**src/rtl/rx_pkg.sv**
```systemverilog
package rx_pkg;

    typedef enum logic [2:0] {
        ST_IDLE,
        ST_START,
        ST_DATA,
        ST_PARITY,
        ST_STOP,
        ST_PUSH
    } rx_state_e;

    // One queued character with its own error tags (11 bits)
    typedef struct packed {
        logic       brk;
        logic       ferr;
        logic       perr;
        logic [7:0] data;
    } rx_entry_t;

    localparam int ENTRY_W = $bits(rx_entry_t);

endpackage

```
**src/rtl/rx_line_sync.sv**
```systemverilog
module rx_line_sync #(
    parameter int STAGES = 2
) (
    input  logic clk,
    input  logic rst_n,
    input  logic din,
    output logic dout
);
    logic [STAGES-1:0] chain;

    generate
        if (STAGES == 1) begin : g_single
            always_ff @(posedge clk or negedge rst_n) begin
                if (!rst_n) chain <= '1;
                else        chain <= din;
            end
        end else begin : g_multi
            always_ff @(posedge clk or negedge rst_n) begin
                if (!rst_n) chain <= '1;
                else        chain <= {chain[STAGES-2:0], din};
            end
        end
    endgenerate

    assign dout = chain[STAGES-1];
endmodule

```
**src/rtl/rx_frame_fsm.sv**
```systemverilog
module rx_frame_fsm
    import rx_pkg::*;
#(
    parameter int OVS = 16
) (
    input  logic       clk,
    input  logic       rst_n,
    input  logic       tick,
    input  logic       rxd,
    input  logic       half_ovs,
    input  logic [1:0] wlen,
    input  logic       par_en,
    input  logic       par_even,
    input  logic       par_force,
    input  logic       two_stop,
    output logic       push,
    output rx_entry_t  entry,
    output rx_state_e  state_o
);
    localparam int CW = $clog2(OVS);
    localparam logic [CW-1:0] FULL_L = CW'(OVS - 1);
    localparam logic [CW-1:0] HALF_L = CW'(OVS / 2 - 1);
    localparam logic [CW-1:0] QTR_L  = CW'(OVS / 4 - 1);

    rx_state_e     state, nxt;
    logic [CW-1:0] cnt, last_cnt, mid_cnt;
    logic [2:0]    bit_idx, last_idx;
    logic [7:0]    shreg;
    logic          stop_idx, samp, any_one, stop_zero, pbit, exp_par, bit_state;

    assign last_cnt  = half_ovs ? HALF_L : FULL_L;
    assign mid_cnt   = half_ovs ? QTR_L  : HALF_L;
    assign last_idx  = 3'd4 + {1'b0, wlen};
    assign bit_state = (state == ST_DATA) || (state == ST_PARITY) || (state == ST_STOP);
    assign samp      = tick && bit_state && (cnt == last_cnt);

    // State register
    always_ff @(posedge clk or negedge rst_n) begin
        if (!rst_n) state <= ST_IDLE;
        else        state <= nxt;
    end

    // Next state
    always_comb begin
        nxt = state;
        unique case (state)
            ST_IDLE:   if (tick && !rxd) nxt = ST_START;
            ST_START: begin
                if (tick) begin
                    if (rxd)                 nxt = ST_IDLE;
                    else if (cnt == mid_cnt) nxt = ST_DATA;
                end
            end
            ST_DATA:   if (samp && (bit_idx == last_idx)) nxt = par_en ? ST_PARITY : ST_STOP;
            ST_PARITY: if (samp) nxt = ST_STOP;
            ST_STOP:   if (samp && (stop_idx == two_stop)) nxt = ST_PUSH;
            ST_PUSH:   nxt = ST_IDLE;
            default:   nxt = ST_IDLE;
        endcase
    end

    // Bit timing and character assembly
    always_ff @(posedge clk or negedge rst_n) begin
        if (!rst_n) begin
            cnt       <= '0;
            bit_idx   <= '0;
            stop_idx  <= 1'b0;
            shreg     <= '0;
            any_one   <= 1'b0;
            stop_zero <= 1'b0;
            pbit      <= 1'b0;
        end else begin
            if (state != nxt)
                cnt <= '0;
            else if (tick && (state != ST_IDLE) && (state != ST_PUSH))
                cnt <= (cnt == last_cnt) ? '0 : cnt + 1'b1;

            if (state == ST_IDLE) begin
                bit_idx   <= '0;
                stop_idx  <= 1'b0;
                shreg     <= '0;
                any_one   <= 1'b0;
                stop_zero <= 1'b0;
                pbit      <= 1'b0;
            end else if (samp) begin
                any_one <= any_one | rxd;
                if (state == ST_DATA) begin
                    shreg[bit_idx] <= rxd;
                    bit_idx        <= bit_idx + 3'd1;
                end
                if (state == ST_PARITY) pbit <= rxd;
                if (state == ST_STOP) begin
                    if (!rxd) stop_zero <= 1'b1;
                    stop_idx <= 1'b1;
                end
            end
        end
    end

    // Outputs
    always_comb begin
        if (par_force)     exp_par = ~par_even;
        else if (par_even) exp_par = ^shreg;
        else               exp_par = ~(^shreg);
        push       = (state == ST_PUSH);
        entry.data = any_one ? shreg : 8'h00;
        entry.perr = par_en && (pbit != exp_par);
        entry.ferr = stop_zero;
        entry.brk  = ~any_one;
        state_o    = state;
    end
endmodule

```
**src/rtl/rx_tag_fifo.sv**
```systemverilog
module rx_tag_fifo
    import rx_pkg::*;
#(
    parameter int DEPTH = 128,
    parameter int LW    = $clog2(DEPTH + 1)
) (
    input  logic          clk,
    input  logic          rst_n,
    input  logic          push,
    input  rx_entry_t     wdata,
    input  logic          pop,
    output rx_entry_t     head,
    output logic [LW-1:0] level,
    output logic          accept,
    output logic          overrun
);
    localparam int AW = $clog2(DEPTH);
    localparam logic [LW-1:0] FULL_LVL = LW'(DEPTH);

    rx_entry_t       mem [DEPTH];
    logic [AW-1:0]   wr_ptr, rd_ptr;
    logic            full, do_pop;

    assign full   = (level == FULL_LVL);
    assign do_pop = pop && (level != '0);
    assign accept = push && (!full || do_pop);

    always_ff @(posedge clk) begin
        if (accept) mem[wr_ptr] <= wdata;
    end

    always_ff @(posedge clk or negedge rst_n) begin
        if (!rst_n) begin
            wr_ptr  <= '0;
            rd_ptr  <= '0;
            level   <= '0;
            overrun <= 1'b0;
        end else begin
            if (accept) wr_ptr <= wr_ptr + 1'b1;
            if (do_pop) rd_ptr <= rd_ptr + 1'b1;
            unique case ({accept, do_pop})
                2'b10:   level <= level + 1'b1;
                2'b01:   level <= level - 1'b1;
                default: level <= level;
            endcase
            if (push && !accept) overrun <= 1'b1;
            else if (do_pop)     overrun <= 1'b0;
        end
    end

    assign head = (level != '0) ? mem[rd_ptr] : '0;
endmodule

```
**src/rtl/rx_tagged_fifo.sv**
```systemverilog
module rx_tagged_fifo
    import rx_pkg::*;
#(
    parameter int DEPTH       = 128,
    parameter int OVS         = 16,
    parameter int SYNC_STAGES = 2,
    localparam int LVL_W      = $clog2(DEPTH + 1)
) (
    input  logic             clk,
    input  logic             rst_n,
    input  logic             samp_tick,
    input  logic             rxd,
    input  logic             half_ovs,
    input  logic [1:0]       wlen,
    input  logic             par_en,
    input  logic             par_even,
    input  logic             par_force,
    input  logic             two_stop,
    input  logic             pop,
    input  logic [LVL_W-1:0] trig_level,
    output logic [7:0]       head_data,
    output logic             head_perr,
    output logic             head_ferr,
    output logic             head_brk,
    output logic [LVL_W-1:0] fill_level,
    output logic             rx_ready,
    output logic             overrun
);
    logic      rx_s, push, accept;
    rx_entry_t frame_entry, head;
    rx_state_e fsm_state;

    rx_line_sync #(.STAGES(SYNC_STAGES)) u_sync (
        .clk   (clk),
        .rst_n (rst_n),
        .din   (rxd),
        .dout  (rx_s)
    );

    rx_frame_fsm #(.OVS(OVS)) u_fsm (
        .clk       (clk),
        .rst_n     (rst_n),
        .tick      (samp_tick),
        .rxd       (rx_s),
        .half_ovs  (half_ovs),
        .wlen      (wlen),
        .par_en    (par_en),
        .par_even  (par_even),
        .par_force (par_force),
        .two_stop  (two_stop),
        .push      (push),
        .entry     (frame_entry),
        .state_o   (fsm_state)
    );

    rx_tag_fifo #(.DEPTH(DEPTH), .LW(LVL_W)) u_fifo (
        .clk     (clk),
        .rst_n   (rst_n),
        .push    (push),
        .wdata   (frame_entry),
        .pop     (pop),
        .head    (head),
        .level   (fill_level),
        .accept  (accept),
        .overrun (overrun)
    );

    assign head_data = head.data;
    assign head_perr = head.perr;
    assign head_ferr = head.ferr;
    assign head_brk  = head.brk;
    assign rx_ready  = (fill_level != '0) && (fill_level >= trig_level);
endmodule

```
**config.mk**
```make
export PLATFORM = sky130hd
export DESIGN_NAME = rx_tagged_fifo
export DESIGN_NICKNAME = d
export VERILOG_FILES = /design/src/rtl/rx_pkg.sv /design/src/rtl/rx_line_sync.sv /design/src/rtl/rx_frame_fsm.sv /design/src/rtl/rx_tag_fifo.sv /design/src/rtl/rx_tagged_fifo.sv
export SDC_FILE = /design/constraint.sdc
export NUM_CORES = 2
export LEC_CHECK = 0
export BUFFER_PORTS_ARGS = -buffer_cell sky130_fd_sc_hd__buf_2
export CORE_AREA = 8 8 367 369
export CTS_CLUSTER_DIAMETER = 200
export CTS_CLUSTER_SIZE = 8
export DETAILED_ROUTE_END_ITERATION = 6
export DIE_AREA = 0 0 375 377
export GPL_TIMING_DRIVEN = 0
export PLACE_DENSITY = 0.69
export SLEW_MARGIN = 5
export SYNTH_ARGS = -nofsm -noshare
export SYNTH_HDL_FRONTEND = slang
export SYNTH_SLANG_ARGS = --single-unit
```
**constraint.sdc**
```tcl
create_clock -name clk -period 8.65 [get_ports clk]
set_input_delay 2.1625 -clock clk [delete_from_list [all_inputs] [get_ports clk]]
set_output_delay 2.1625 -clock clk [all_outputs]
set_load 0.03 [all_outputs]
```
Word-level counts from Yosys, hierarchy flattened
Memory sizes are Yosys's and may differ from the RTL's.
Index checks and enable logic that the tools add are counted.
{"block": "word_totals", "n_memories": 1, "out_inout_bits": 21, "ram_bits": 1408, "elab_cells": 122, "input_bits": 20, "ff_bits": 47}
{"name": "u_fifo.mem", "words": 128, "word_bits": 11, "rd": 1, "rd_ports_with_merged_regs": 0, "write_ports": 1, "line": "rx_tag_fifo.sv:20", "text": "rx_entry_t mem [DEPTH];"}
{"block": "classes", "reduce_logical": 34, "bitwise_logic": 4, "magnitude_cmp": 3, "n_mux": 44, "add_sub_neg": 7, "n_eq_ne": 16}
{"operator": "3-bit 2-to-1 mux", "n": 12}
{"operator": "8-bit 2-to-1 mux", "n": 4}
{"operator": "1-bit 2-to-1 mux", "n": 19}
{"operator": "4-bit 2-to-1 mux", "n": 4}
{"operator": "8-bit one-hot mux with 2 select lines", "n": 1}
{"operator": "3-bit one-hot mux with 5 select lines", "n": 1}
{"operator": "7-bit by 1-bit adder with 7-bit output (second input constant)", "n": 2}
{"operator": "2-bit nonzero test", "n": 7}
{"operator": "1-bit logical AND", "n": 13}
{"operator": "11-bit 2-to-1 mux", "n": 1}
{"operator": "8-bit by 1-bit adder with 8-bit output (second input constant)", "n": 1}
{"operator": "8-bit bitwise mux", "n": 1}
{"operator": "4-bit equality test", "n": 2}
{"operator": "8-bit equality test (second input constant)", "n": 1}
{"operator": "8-bit >= comparator", "n": 1}
{"operator": "8-bit nonzero test", "n": 1}
{"operator": "8-bit parity", "n": 1}
{"operator": "8-bit by 1-bit subtractor with 8-bit output (second input constant)", "n": 1}
{"operator": "3-bit by 2-bit equality test with 1-bit output (second input constant)", "n": 2}
{"operator": "3-bit equality test (second input constant)", "n": 2}
{"operator": "2-bit AND reduction", "n": 3}
{"operator": "4-bit by 1-bit adder with 4-bit output (second input constant)", "n": 1}
{"operator": "3-bit by 4-bit less-than comparator with 1-bit output (second input constant)", "n": 1}
{"operator": "3-bit by 1-bit adder with 3-bit output (second input constant)", "n": 1}
{"operator": "other kinds (19)", "n": 25}

Depth between registers and ports, before layout
{"block": "logic_depth", "word_depth": 10, "ltp_mapped": 14, "depth_no_buf": 13}

Modules after synthesis
Synthesis repeated with hierarchy kept, for this count alone.
{"block": "hier_totals", "hier_cells": 2982, "hier_area_um2": 57990.6}
{"mod": "rx_tag_fifo", "instances": 1, "cells_each": 2782, "seq_area_each_um2": 42856.1, "area_each_um2": 56192.6}
{"mod": "rx_frame_fsm", "instances": 1, "cells_each": 168, "seq_area_each_um2": 550.5, "area_each_um2": 1537.7}
{"mod": "rx_tagged_fifo", "instances": 1, "cells_each": 30, "seq_area_each_um2": 0.0, "area_each_um2": 207.7}
{"mod": "rx_line_sync", "instances": 1, "cells_each": 2, "seq_area_each_um2": 52.6, "area_each_um2": 52.6}

Worst setup path after synthesis
Ideal clock, no wire load.
{"block": "synth_path", "path_type": "input-to-reg", "start": "input port par_even", "end": "memory u_fifo.mem[0][8] (netlist name), data pin", "t_required_ps": 7407, "cell_stages": 3, "setup_ps": 1243, "n_path_buf": 0, "setup_slack_ps": -272, "t_arrival_ps": 7679, "cell_sequence": "xnor2_1 > or3_1 > a21boi_0"}
{"element": "from (decl)", "line": "rx_tagged_fifo.sv:16", "text": "input logic par_even,"}
{"element": "to (decl)", "line": "rx_tag_fifo.sv:20"}

Final worst setup path
{"block": "layout_path", "start": "register u_fifo.rd_ptr[1]", "end": "output port head_data[7]"}
{"block": "layout_between", "elab_chain_cells": 2}
{"element": "from (decl)", "line": "rx_tag_fifo.sv:21", "text": "logic [AW-1:0] wr_ptr, rd_ptr;"}
{"element": "from (signal assigned)", "line": "rx_tag_fifo.sv:40", "text": "if (do_pop) rd_ptr <= rd_ptr + 1'b1;"}
{"element": "memory 128 x 11 bit"}
{"element": "11-bit 2-to-1 mux", "line": "rx_tag_fifo.sv:51", "text": "assign head = (level != '0) ? mem[rd_ptr] : '0;"}
{"element": "to (decl)", "line": "rx_tagged_fifo.sv:21", "text": "output logic [7:0] head_data,"}
Every way passes these cells.

==> reports/summary.txt <==
CP startpoint kind - flip-flop
Critical Path Most Common Cell - buf_2
Critical path fanouts, max - 10
CP required - 6.49 ns
Hold buffers post-CTS - 0
Setup-violating endpoint count in the final report - 2
TritonCTS clock tree - built
Vias - 31400
Critical-path cell list - buf_4 -> buf_2 -> buf_2 -> buf_1 -> mux4_2 -> mux2i_1 -> a221oi_1 -> a22oi_1 -> a21oi_1 -> buf_2
Yosys reg bits - 1455
Clock Tree Buf Depth - 3
GRT Residual Overflow - 0
Sequential share of the synthesized area - 0.756
Placement Rows - 132
CP arrival - 6.62 ns
Syn Inst Count - 2799
Failing checks - design-rule violations, negative setup slack
# resized after CTS - 0
Async SR Flop Fraction - 0.0323
Vias per inst - 6.53
GRT Overall Usage - 0.251
Setup crit end kind - primary output
Area of the mapped netlist - 0.0575 sq mm
Ys flop type - edfxtp_1
CP max stage delay - 1.24 ns
Die area - 0.141 sq mm
Initial DRT Pass Iterations - 7
Finished Cell Area - 0.0661 sq mm
Number of global-route vias before repair - 30400
Final #Nets - 3110
Post-DRT Antenna Nets - 0
Worst setup path class - flip-flop to primary output
Fin. Hold Viols - 0
Area occupied by multi-input gates - 0.0132 sq mm
Crit path time final - 8.78 ns
M3 GR Usage - 0.0754
M1 GR Usage - 0.337
Busiest layer in global routing - met2
Clock Skews - 0.0443 ns
Root buf cell - clkbuf_16
Total setup buffers inserted after CTS - 0
Most frequent cells in the layout - edfxtp_1, mux4_2, clkbuf_16
Reg area - 0.0435 sq mm
Most common cell after layout, fill and taps aside - edfxtp_1
Total core area - 0.129 sq mm
CTS Buf Count - 199
Post-synth EDFFs - 1408
Die Width - 375 um
Fin crit share - 1.02
Dpl cell area - 0.0605 sq mm
Post-Syn Nets - 2838
Yosys cell types - 64
Ys Warns - 0
Starting Density - 0.447
Initial antenna violation count - 6
Clk_lat worst skew - 0.81 ns
VDD IR max - 0.000288 V
Routed length per instance - 37.5 um
IO Pins - 41
Fmax - 114 MHz
Lkg Pwr - 20.5 nW
Sink Count - 1455
Layout cells sized above 1 - 0.253
# port buffers - 39
Residual DRC - 5
Status - finished, violations left
Final Wtd Congestion - 1.03
Chip Height - 377 um
Final worst slack - -0.135 ns
Clock slew at reported path FFs - 0.05 ns
M2 GR Usage - 0.378
Slowest CP cell - a221oi_1
Tightest Pin Transition - 1.48 ns
Post-DP HPWL - 116000 um
Largest net degree at the start of global routing - 85
Max-slew headroom - 0.0128
RSZ-0062 raised after global routing - false
PD cells - 318 mW/mm^2
Hold Crit Class - flip-flop to flip-flop
Initial DRC Count - 5189
Max-cap violations - 0
H-Tree Depth - 4
FILL cells - 9883
Setup TNS - -0.163 ns
Pins Over Slew Limit - 0
First-pass GRT wire length - 245000 um
Design Power - 21.0 mW
Routed WL - 181000 um
Synth Area per Inst - 20.5 sq um
Synth-to-Final Area Change - 15.0%
stage by stage:
step	std cells	setup WS [ns]	hold slack, ns	utilization
detailed placement	4544	1.09	0.351	0.470
CTS	4815	0.213	0.354	0.513
finish	4819	-0.135	0.353	0.514
global route	4816	0.141	0.357	0.514
global placement	4513	-2.12	0.346	0.465
floorplan	2799	1.94	0.345	-
registers in the layout (all words and copies together), names as in the netlist:
| register | cells |
|---|---|
| u_fsm.shreg | 8 |
| u_fsm.cnt | 4 |
| u_fsm.state_o | 3 |
| u_fsm.stop_zero | 1 |
| u_fifo.rd_ptr | 7 |
| u_fifo.overrun | 1 |
| u_fsm.bit_idx | 3 |
| u_fsm.stop_idx | 1 |
| u_fsm.any_one | 1 |
| u_fifo.wr_ptr | 7 |
| u_fsm.pbit | 1 |
| u_fifo.level | 8 |
| u_fifo.mem | 1408 |
| u_sync.chain | 2 |
area by class of cell:
type	count	share of cell area
Buffer	158	0.0151
Inverter	18	0.00106
Multi-Input combinational cell	1168	0.199
Antenna cell	3	0.000113
Clock inverter	14	0.00462
Sequential cell	1455	0.657
Tap cell	1675	0.0317
Timing Repair Buffer	71	0.0125
Clock buffer	257	0.0789
path summary, 6_finish.rpt:
kind                                       start                 to  slack (ns)  depth (start not counted)
worst max-delay path            u_fifo.rd_ptr[1]       head_data[7]       -0.13                         10
max in group asynchronous                  rst_n    u_fsm.stop_zero        6.67                          1
worst min-delay path             u_sync.chain[0]    u_sync.chain[1]        0.35                          0
min in group asynchronous                  rst_n   u_fsm.state_o[0]        1.43                          1
worst max register to register  u_fsm.state_o[1]  u_fifo.mem[87][2]        3.62                          9
worst min register to register   u_sync.chain[0]    u_sync.chain[1]        0.35                          0
critical path: cells and delay by family, from the launching register on:
| family | cells | cell delay [ns] |
|---|---|---|
| AOI/OAI and AO/OA | 3 | 2.04 |
| muxes | 2 | 0.54 |
| buffers and inverters | 5 | 2.70 |
| DFF | 1 | 0.45 |
where the power goes:
part	internal, mW	switching [mW]	total [mW]
combinational	1.96	4.26	6.21
sequential	7.68	0.0627	7.75
clock	4.17	2.90	7.07
synthesized netlist by cell type, types with 8 or more instances:
cell | count | area share
buf_1 | 8 | 0.00052
xnor2_1 | 22 | 0.0034
a22oi_1 | 27 | 0.0035
o221ai_1 | 18 | 0.0027
nor3_1 | 10 | 0.00087
a211oi_1 | 18 | 0.0023
inv_1 | 17 | 0.0011
mux4_1 | 10 | 0.0046
buf_6 | 20 | 0.0039
and3_1 | 8 | 0.00087
buf_2 | 37 | 0.0032
dfrtp_1 | 45 | 0.020
ha_1 | 18 | 0.0039
nand2_1 | 62 | 0.0040
nor2b_1 | 16 | 0.0017
nand3_1 | 29 | 0.0025
mux2_2 | 28 | 0.0055
a21oi_1 | 54 | 0.0047
buf_4 | 26 | 0.0034
clkbuf_1 | 59 | 0.0039
o22ai_1 | 24 | 0.0026
mux2i_1 | 155 | 0.027
mux4_2 | 315 | 0.12
xor2_1 | 10 | 0.0015
o21ai_0 | 43 | 0.0037
nor2_1 | 192 | 0.013
a221oi_1 | 14 | 0.0021
and2_1 | 10 | 0.0011
nand2b_1 | 11 | 0.0012
edfxtp_1 | 1408 | 0.74
logic make-up (layout without fill, tap and decap cells):
group	after synthesis	after routing	synth area share
AND/OR/NAND/NOR	365	365	0.0282
other	0	3	0
adder cells (fa/ha/maj)	19	19	0.00426
buffers and inverters	176	518	0.0183
multiplexers	508	508	0.160
flip-flops	1455	1455	0.756
XOR/XNOR	32	32	0.00487
AO/OA/AOI/OAI	244	244	0.0283
metal layers:
metal  share of wire  up-vias
met5        0.000072        -
met1            0.37    16400
li1                -    12100
met4           0.052        2
met3            0.13      421
met2            0.45     2490
(Power assumes the default switching activity.)
